<file path="config.mk">
export PLATFORM = sky130hd
export DESIGN_NAME = coef_addr_gen
export DESIGN_NICKNAME = d
export VERILOG_FILES = /design/src/rtl/coef_pkg.sv /design/src/rtl/coef_seq.sv /design/src/rtl/coef_lane.sv /design/src/rtl/coef_addr_gen.sv
export SDC_FILE = /design/constraint.sdc
export NUM_CORES = 1
export LEC_CHECK = 0
export BUFFER_PORTS_ARGS = -buffer_cell sky130_fd_sc_hd__buf_2
export CAP_MARGIN = 25
export CORE_MARGIN = 2
export CORE_UTILIZATION = 50
export DETAILED_ROUTE_END_ITERATION = 8
export GPL_TIMING_DRIVEN = 0
export PLACE_DENSITY = 0.64
export SYNTH_ARGS = -nofsm -noshare
export SYNTH_HDL_FRONTEND = slang
export SYNTH_SLANG_ARGS = --single-unit
</file>
<file path="constraint.sdc">
create_clock -name clk -period 8.8 [get_ports clk]
set_input_delay 0.88 -clock clk [delete_from_list [all_inputs] [get_ports clk]]
set_output_delay 0.88 -clock clk [all_outputs]
set_load 0.02 [all_outputs]
</file>
<file path="src/rtl/coef_pkg.sv">
package coef_pkg;

  typedef enum logic {
    SEQ_IDLE = 1'b0,
    SEQ_RUN  = 1'b1
  } seq_state_e;

  // Width of a slot index for a given multiplier-count width and lane count.
  function automatic int slot_width(input int mult_w, input int lanes);
    return mult_w + $clog2(lanes) + 1;
  endfunction

endpackage

</file>
<file path="src/rtl/coef_seq.sv">
module coef_seq
  import coef_pkg::*;
#(
  parameter int MULT_W = 7,
  parameter int LANES  = 2
) (
  input  logic              clk,
  input  logic              rst,
  input  logic              start_i,
  input  logic [MULT_W-1:0] nmult_i,
  output logic              accept_o,
  output logic              run_o,
  output logic [MULT_W-1:0] cnt_o,
  output logic              done_o
);

  localparam int LB   = $clog2(LANES);
  localparam int NB_W = MULT_W + LB + 1;

  seq_state_e        state_q;
  logic [MULT_W-1:0] cnt_q;
  logic              done_q;
  logic [NB_W-1:0]   next_base;
  logic              last;

  // First slot of the following cycle; the current cycle is the last one
  // when that slot already lies at or beyond NMULT.
  assign next_base = (NB_W'(cnt_q) + NB_W'(1)) * NB_W'(LANES);
  assign last      = next_base >= NB_W'(nmult_i);
  assign accept_o  = (state_q == SEQ_IDLE) && start_i;
  assign run_o     = (state_q == SEQ_RUN);
  assign cnt_o     = cnt_q;
  assign done_o    = done_q;

  always_ff @(posedge clk) begin
    if (rst) begin
      state_q <= SEQ_IDLE;
      cnt_q   <= '0;
      done_q  <= 1'b0;
    end else begin
      done_q <= 1'b0;
      case (state_q)
        SEQ_IDLE: begin
          if (start_i) begin
            state_q <= SEQ_RUN;
            cnt_q   <= '0;
          end
        end
        SEQ_RUN: begin
          cnt_q <= cnt_q + 1'b1;
          if (last) begin
            state_q <= SEQ_IDLE;
            done_q  <= 1'b1;
          end
        end
        default: state_q <= SEQ_IDLE;
      endcase
    end
  end

endmodule

</file>
<file path="src/rtl/coef_lane.sv">
module coef_lane #(
  parameter int ADDR_W  = 8,
  parameter int MULT_W  = 7,
  parameter int DLOG_W  = 3,
  parameter int SEL_W   = 3,
  parameter int FLOG_W  = 2,
  parameter int PHASE_W = 6,
  parameter int SLOT_W  = 9
) (
  input  logic [SLOT_W-1:0]  slot_i,
  input  logic [MULT_W-1:0]  nmult_i,
  input  logic [DLOG_W-1:0]  dlog_i,
  input  logic [FLOG_W-1:0]  flog_i,
  input  logic [SEL_W-1:0]   sel_i,
  input  logic               sym_i,
  input  logic [PHASE_W-1:0] phase_i,
  output logic               vld_o,
  output logic [ADDR_W-1:0]  addr_o,
  output logic               ctr_o
);

  // Wide enough for slot << dlog plus the interleave shift, with no overflow.
  localparam int K_W = SLOT_W + PHASE_W + (1 << DLOG_W) + (1 << FLOG_W) + 2;

  logic [K_W-1:0] dmask, fmask;
  logic [K_W-1:0] tap_k, qtap, half, idx, full;
  logic           upper, is_ctr, slot_ok, in_range;

  always_comb begin
    dmask    = (K_W'(1) << dlog_i) - K_W'(1);
    fmask    = (K_W'(1) << flog_i) - K_W'(1);
    tap_k    = (K_W'(phase_i) & dmask) + (K_W'(slot_i) << dlog_i);
    qtap     = K_W'(nmult_i) << dlog_i;
    half     = qtap >> 1;
    upper    = sym_i && (tap_k >= half);
    idx      = upper ? (qtap - K_W'(1) - tap_k) : tap_k;
    is_ctr   = sym_i && (half != '0) && (tap_k == half - K_W'(1));
    full     = (idx << flog_i) | (K_W'(sel_i) & fmask);
    slot_ok  = K_W'(slot_i) < K_W'(nmult_i);
    in_range = full < (K_W'(1) << ADDR_W);
    vld_o    = slot_ok && in_range;
    addr_o   = vld_o ? full[ADDR_W-1:0] : '0;
    ctr_o    = vld_o && is_ctr;
  end

endmodule

</file>
<file path="src/rtl/coef_addr_gen.sv">
module coef_addr_gen
  import coef_pkg::*;
#(
  parameter int ADDR_W  = 8,
  parameter int MULT_W  = 7,
  parameter int DLOG_W  = 3,
  parameter int SEL_W   = 3,
  parameter int PHASE_W = 6,
  parameter int LANES   = 2
) (
  input  logic                     clk,
  input  logic                     rst,
  input  logic                     start_i,
  input  logic [SEL_W-1:0]         cfg_sel_i,
  input  logic [$clog2(SEL_W+1)-1:0] cfg_flog_i,
  input  logic                     cfg_sym_i,
  input  logic [MULT_W-1:0]        cfg_nmult_i,
  input  logic [DLOG_W-1:0]        cfg_dlog_i,
  input  logic [PHASE_W-1:0]       cfg_phase_i,
  output logic                     busy_o,
  output logic                     done_o,
  output logic [LANES-1:0]         vld_o,
  output logic [LANES*ADDR_W-1:0]  addr_o,
  output logic [LANES-1:0]         ctr_o
);

  localparam int FLOG_W = $clog2(SEL_W + 1);
  localparam int SLOT_W = slot_width(MULT_W, LANES);

  logic               accept, run;
  logic [MULT_W-1:0]  cnt;

  logic [SEL_W-1:0]   sel_q;
  logic [FLOG_W-1:0]  flog_q;
  logic               sym_q;
  logic [MULT_W-1:0]  nmult_q;
  logic [DLOG_W-1:0]  dlog_q;
  logic [PHASE_W-1:0] phase_q;

  logic [LANES-1:0]        lane_vld, lane_ctr;
  logic [LANES*ADDR_W-1:0] lane_addr;
  logic [LANES-1:0]        vld_q, ctr_q;
  logic [LANES*ADDR_W-1:0] addr_q;

  // Configuration is frozen for the whole job.
  always_ff @(posedge clk) begin
    if (rst) begin
      sel_q   <= '0;
      flog_q  <= '0;
      sym_q   <= 1'b0;
      nmult_q <= '0;
      dlog_q  <= '0;
      phase_q <= '0;
    end else if (accept) begin
      sel_q   <= cfg_sel_i;
      flog_q  <= cfg_flog_i;
      sym_q   <= cfg_sym_i;
      nmult_q <= cfg_nmult_i;
      dlog_q  <= cfg_dlog_i;
      phase_q <= cfg_phase_i;
    end
  end

  coef_seq #(
    .MULT_W (MULT_W),
    .LANES  (LANES)
  ) u_seq (
    .clk      (clk),
    .rst      (rst),
    .start_i  (start_i),
    .nmult_i  (nmult_q),
    .accept_o (accept),
    .run_o    (run),
    .cnt_o    (cnt),
    .done_o   (done_o)
  );

  for (genvar l = 0; l < LANES; l++) begin : g_lane
    logic [SLOT_W-1:0] slot;
    assign slot = SLOT_W'(cnt) * SLOT_W'(LANES) + SLOT_W'(l);

    coef_lane #(
      .ADDR_W  (ADDR_W),
      .MULT_W  (MULT_W),
      .DLOG_W  (DLOG_W),
      .SEL_W   (SEL_W),
      .FLOG_W  (FLOG_W),
      .PHASE_W (PHASE_W),
      .SLOT_W  (SLOT_W)
    ) u_lane (
      .slot_i  (slot),
      .nmult_i (nmult_q),
      .dlog_i  (dlog_q),
      .flog_i  (flog_q),
      .sel_i   (sel_q),
      .sym_i   (sym_q),
      .phase_i (phase_q),
      .vld_o   (lane_vld[l]),
      .addr_o  (lane_addr[l*ADDR_W +: ADDR_W]),
      .ctr_o   (lane_ctr[l])
    );
  end

  // Registered outputs: zero outside a job.
  always_ff @(posedge clk) begin
    if (rst || !run) begin
      vld_q  <= '0;
      ctr_q  <= '0;
      addr_q <= '0;
    end else begin
      vld_q  <= lane_vld;
      ctr_q  <= lane_ctr;
      addr_q <= lane_addr;
    end
  end

  assign busy_o = run;
  assign vld_o  = vld_q;
  assign ctr_o  = ctr_q;
  assign addr_o = addr_q;

endmodule

</file>
After elaboration in Yosys (flattened, before gate mapping)
Cells that the tools add are included.

Bitwise gates (word level): 7. Add/subtract/negate cells: 11. Div/mod/pow operators: 0. Order comparisons: 7. Multiplexer cells: 8. Equal/unequal tests: 3. $mul: 0. Shift operators: 7. Reduce and logical (&&, ||, !) cells: 16.

Operators by type and width (count): 29-bit adder (2); 29-bit == test (2); 29-bit by 28-bit greater-or-equal comparator with 1-bit output (2); 29-bit by 9-bit < comparator with 1-bit output (second input constant) (2); 29-bit two-way mux (2); 29-bit bitwise OR (2); 29-bit by 2-bit left shift with 29-bit output (2); 29-bit by 2-bit subtractor with 29-bit output (second input constant) (2); 29-bit subtractor (2); 3-bit by 29-bit AND with 29-bit output (1); 6-bit by 29-bit AND with 29-bit output (1); 29-bit nonzero test (1); 1-bit by 2-bit left shift with 29-bit output (first input constant) (1); 1-bit by 3-bit left shift with 29-bit output (first input constant) (1); 7-bit by 3-bit left shift with 29-bit output (1); 8-bit by 3-bit left shift with 29-bit output (1); 9-bit by 3-bit left shift with 29-bit output (1); 28-bit by 1-bit subtractor with 29-bit output (second input constant) (1); 29-bit by 1-bit subtractor with 29-bit output (second input constant) (1); 7-bit one-hot mux with 2 select lines (1); 1-bit logical AND (10); 8-bit by 1-bit adder with 9-bit output (second input constant) (1); 9-bit by 7-bit greater-or-equal comparator with 1-bit output (1); 9-bit by 7-bit < comparator with 1-bit output (1); 11 further kinds (17).

Latch bits: 0. Memories kept: 0. Logic and storage cells: 72. Output and inout bits: 22. RAM bits: 0. Input bits: 25. ROM bits: 0. Register bits after elaboration: 51.

Longest topological paths before layout
Word-level depth: 13. Depth in mapped cells: 31. Mapped depth without buffers: 26.

Hierarchy
A second synthesis with hierarchy kept.

Cell total of the unflattened synthesis: 1139. Area total of the unflattened synthesis: 9075.0 µm².

Modules (own cells, without submodules): coef_lane at g_lane[1].u_lane (cells an instance 475, seq. area each 0.0 µm², times used 1, area each 3632.2 µm²); coef_lane at g_lane[0].u_lane (cells an instance 468, seq. area each 0.0 µm², times used 1, area each 3435.8 µm²); coef_addr_gen (cells an instance 116, seq. area each 840.8 µm², times used 1, area each 1351.3 µm²); coef_seq (cells an instance 80, seq. area each 180.2 µm², times used 1, area each 655.6 µm²).

Worst setup path after synthesis
OpenSTA, ideal clock, no wires.

Path type: register -> register. Start point: register dlog_q[2]. End point: register addr_q[11] (netlist: addr_o[11]). Path buffers: 7. Cell stages (with the launch flop): 27. Arrival time: 5.889 ns. Clock period less this slack: 5.992 ns. Setup time: 0.103 ns. Data required time: 8.697 ns. Slack: 2.808 ns. Path through: dfxtp_1 buf_2 buf_2 buf_2 buf_2 buf_1 clkbuf_1 or3_1 o21ai_0 ha_1 a21oi_1 a2111o_1 o21ba_2 o21ai_0 xor2_1 ha_1 a21o_1 a21o_1 a21o_1 a221o_1 maj3_2 a22oi_2 buf_4 o31ai_1 a221oi_1 nand2_1 a2111oi_2.

Longest elaborated chain between the ends: 13. Elaborated cells on any way between the ends: 17. Those cells by class: add/sub (4); order compare (2); shift (4); mux (1); bitwise (3); reduce/logical (3).

RTL lines: from (decl) (line coef_addr_gen.sv:37) `logic [DLOG_W-1:0] dlog_q;`; from (signal assigned) (line coef_addr_gen.sv:59) `dlog_q <= cfg_dlog_i;`; 1-bit by 3-bit left shift with 29-bit output (line coef_lane.sv:30) `dmask = (K_W'(1) << dlog_i) - K_W'(1);`; 29-bit by 2-bit subtractor with 29-bit output (line coef_lane.sv:30); 6-bit by 29-bit AND with 29-bit output (line coef_lane.sv:32) `tap_k = (K_W'(phase_i) & dmask) + (K_W'(slot_i) << dlog_i);`; 29-bit adder (line coef_lane.sv:32); 29-bit by 28-bit greater-or-equal comparator with 1-bit output (line coef_lane.sv:35) `upper = sym_i && (tap_k >= half);`; 1-bit logical AND (line coef_lane.sv:35); 29-bit two-way mux * (line coef_lane.sv:36) `idx = upper ? (qtap - K_W'(1) - tap_k) : tap_k;`; 29-bit by 2-bit left shift with 29-bit output * (line coef_lane.sv:38) `full = (idx << flog_i) | (K_W'(sel_i) & fmask);`; 29-bit bitwise OR * (line coef_lane.sv:38); 29-bit by 9-bit < comparator with 1-bit output (line coef_lane.sv:40) `in_range = full < (K_W'(1) << ADDR_W);`; 1-bit logical AND (line coef_lane.sv:41) `vld_o = slot_ok && in_range;`; 1-bit inverter (no source line); 2-bit OR reduction (no source line); to (signal assigned) (line coef_addr_gen.sv:113) `addr_q <= lane_addr;`; to (decl) (line coef_addr_gen.sv:43) `logic [LANES*ADDR_W-1:0] addr_q;`.

Mark *: on every way between the ends. The rest lies on a longest branch, timed or not. A chain may end at the register's enable or synchronous reset.

Worst setup path after layout
Same ends and word-level chain as after synthesis.

==> impl_results.md <==
* Synth Cell Area at 8050 um2
* Max VDD drop at 0.103 mV
* Outcome: finished clean
* Final WL at 26400 um
* Distinct cell type count after synthesis at 103
* Main synth FF type: dfxtp_1
* Final net count at 1222
* CTS Root Cell: clkbuf_16
* Critical R2R Launch: dlog_q[2]$_SDFFE_PP0P_
* Overall Global Routing Usage at 31.0%
* Arrival @ worst endpoint at 8240 ps
* Reg clk slew, reported paths at 80 ps
* Yosys top cell area share at 12.7%
* Net Switching at 0.646 mW
* GP Congestion at 1.01
* Initial antenna violation count at 0
* CP Data Required Time at 9010 ps
* Total die area at 17100 um2
* Max incr delay on CP at 660 ps
* CTS HTree Levels at 2
* Slew headroom at 27.1%
* Sw frac at 47.6%
* PnR Total Power at 1.36 mW
* Share of synthesized registers carrying an async set or reset at 0%
* Synth area leader: dfxtp_1
* # fillers at 1569
* Area Overhead vs Synth at 8.16%
* Seq/Total Area, Yosys at 12.7%
* Static leakage at 3.45 nW
* Max Freq at 0.125 GHz
* CP startpoint kind: flip-flop
* Clk pwr share at 15.6%
* Layout Utilization at 55.0%
* Final Max Slew Viols at 0
* Combinational share of power at 66.0%
* Register area at 1020 um2
* Global-route wire length before repair at 41000 um
* Tightest Hold Check Type: flip-flop to flip-flop
* Critical path fanouts, max at 10
* Crit-path most repeated cell: buf_2
* Crit Reg-Reg Endpoint: addr_o[11]$_SDFF_PP0_
* Flop2flop setup slack at 770 ps
* Hold_ws at 457 ps
* CTS tree: done
* TNS Setup at 0 ps
* Worst Hold Depth at 2
* Clock buffer depth at 2
* Hold path startpoint: phase_q[1]$_SDFFE_PP0P_
* Resize count post-CTS at 0
* EDFF count, synth at 0
* P_int at 0.711 mW
* Die Wd at 131 um
* Mapped Cells at 1064
* DR vias at 8126
* Crit path time final at 8030 ps
* Yosys warnings at 0
* Flop pwr share at 18.4%
* # setup viols final at 0
* Overflow after GRT at 0
* Cts hold-fix bufs at 0
* Clk_lat worst skew at 310 ps
* Synthesized area per cell at 7.56 um2
* Placement Rows at 46
* Multi-input gate area in the final layout at 6490 um2
* Largest net degree at the start of global routing at 19
* Top post-synthesis cells by area: dfxtp_1 (13%), ha_1 (12%), xnor2_1 (5.4%)
* Reg2reg path depth at 26
* WS Path Type: flip-flop to flip-flop
* 1st-iter DRT viols at 646
* First-pass DRT Iterations at 5
* Crit path capture type: flip-flop
* Fin. Hold Viols at 0
* Post-route ant nets at 0
* Number of buffers added on ports at 46
* Number of buffers created by CTS at 5
* Hold EP: phase_q[1]$_SDFFE_PP0P_
* Die Y at 131 um
* Number of diodes at 0
* Drc violations at 0
* RSZ-0062 raised after global routing: no
* Vias/cell at 6.09
* Tcrit/Tclk final at 91.3%
* Initial Util at 50.9%
* Vias in the first global route at 7397
* Clock skew at 4.57 ps
* Core area at 15800 um2
* Wirelength per Cell at 19.7 um
* Setup repair bufs after CTS at 0
* Power per cell area at 156 nW/um2
* Layout cells sized above 1 at 11.9%
* Ports at 47
* Synth Register Bits at 51
* Max-cap violations at 0
* Hpwl dp at 21400 um
* Clk sinks at 51
* CP max stage cell: a221oi_1
* Slew @ Worst Pin at 1090 ps
-- through the flow --
stage | std cells | cell area, um2 | setup WS [ps]
after floorplan | 1065 | 8050 | 2810
after global placement | 1327 | 8550 | 893
after detailed placement | 1327 | 8550 | 912
after CTS | 1335 | 8710 | 883
after global routing | 1335 | 8710 | 395
final | 1335 | 8710 | 769
-- power groups by stage --
stage	Clock [mW]	Sequential (mW)	Combinational [mW]
6_report	0.212	0.250	0.895
5_1_grt	0.223	0.251	0.980
4_1_cts	0.215	0.250	0.880
3_5_place_dp	0	0.255	0.874
3_3_place_gp	0	0.255	0.867
2_1_floorplan	0	0.256	0.680
-- worst max-delay path by stage --
stage | slack [ps] | startpoint | cells past startpoint | end
2_1_floorplan | 2810 | dlog_q[2]$_SDFFE_PP0P_ | 26 | addr_o[11]$_SDFF_PP0_
3_3_place_gp | 890 | dlog_q[2]$_SDFFE_PP0P_ | 26 | addr_o[11]$_SDFF_PP0_
3_5_place_dp | 910 | dlog_q[2]$_SDFFE_PP0P_ | 26 | addr_o[11]$_SDFF_PP0_
4_1_cts | 880 | dlog_q[2]$_SDFFE_PP0P_ | 26 | addr_o[11]$_SDFF_PP0_
5_1_grt | 390 | dlog_q[2]$_SDFFE_PP0P_ | 26 | addr_o[11]$_SDFF_PP0_
6_report | 770 | dlog_q[2]$_SDFFE_PP0P_ | 26 | addr_o[11]$_SDFF_PP0_
-- synthesized netlist by cell type, drive strengths merged, types with 25 or more instances --
library cell,count
xnor2,54
inv,63
xor2,30
nand3,27
buf,25
ha,75
dfxtp,51
mux2i,43
a21oi,80
clkbuf,30
nor2,101
nand2,113
o21ai,47
-- flip-flops by register name (all words and copies together), names as in the netlist --
signal,count
flog_q,2
sel_q,3
phase_q,6
u_seq.done_o,1
u_seq.run_o,1
ctr_o,2
dlog_q,3
addr_o,16
sym_q,1
u_seq.cnt_o,7
nmult_q,7
vld_o,2
-- placed cells by master (no fill, tap or decap), drive strengths merged, types with 27 or more instances in the layout --
cell	count
o21ai	47
xor2	30
nand3	27
ha	75
mux2i	43
xnor2	54
nor2	101
buf	71
a21oi	80
nand2	113
inv	64
dfxtp	51
clkbuf	35
-- layout make-up --
cell class / count / area share, %
inverters: 64 / 2.76
clock buffers: 5 / 1.44
clock inverters: 3 / 0.316
well taps: 216 / 3.10
repair buffers: 46 / 2.64
multi-input cells: 895 / 74.6
plain buffers: 55 / 3.42
flip-flops and latches: 51 / 11.7
-- critical path: cells and delay by family (launching register included) --
kind,cells,cell delay [ps]
adders and majority gates,3,1050
AOI/OAI and AO/OA,13,3130
buffers and inverters,7,2310
and+or+nand+nor,2,600
DFF,1,320
xor gates and xnor gates,1,520
-- routing by layer --
layer | part of all wire [%] | global-route usage (%) | routed length [um]
met1 | 45 | 42.5 | 11900
met2 | 44 | 49.5 | 11600
met3 | 7.1 | 5.33 | 1880
met4 | 3.4 | 10.5 | 893
met5 | 0 | 0 | 0
-- cell families (layout without fill, tap and decap cells) --
| kind of cell | Yosys count | in the layout | share of synthesized area [%] |
|---|---|---|---|
| compound gates | 280 | 280 | 25.4 |
| xor+xnor | 84 | 84 | 9.51 |
| mux | 60 | 60 | 8.66 |
| other cells | 2 | 3 | 0.0933 |
| flops | 51 | 51 | 12.7 |
| simple gates | 382 | 382 | 23.4 |
| fa+ha+maj | 86 | 86 | 13.6 |
| buf+inv | 119 | 173 | 6.68 |
(Power assumes the default switching activity.)
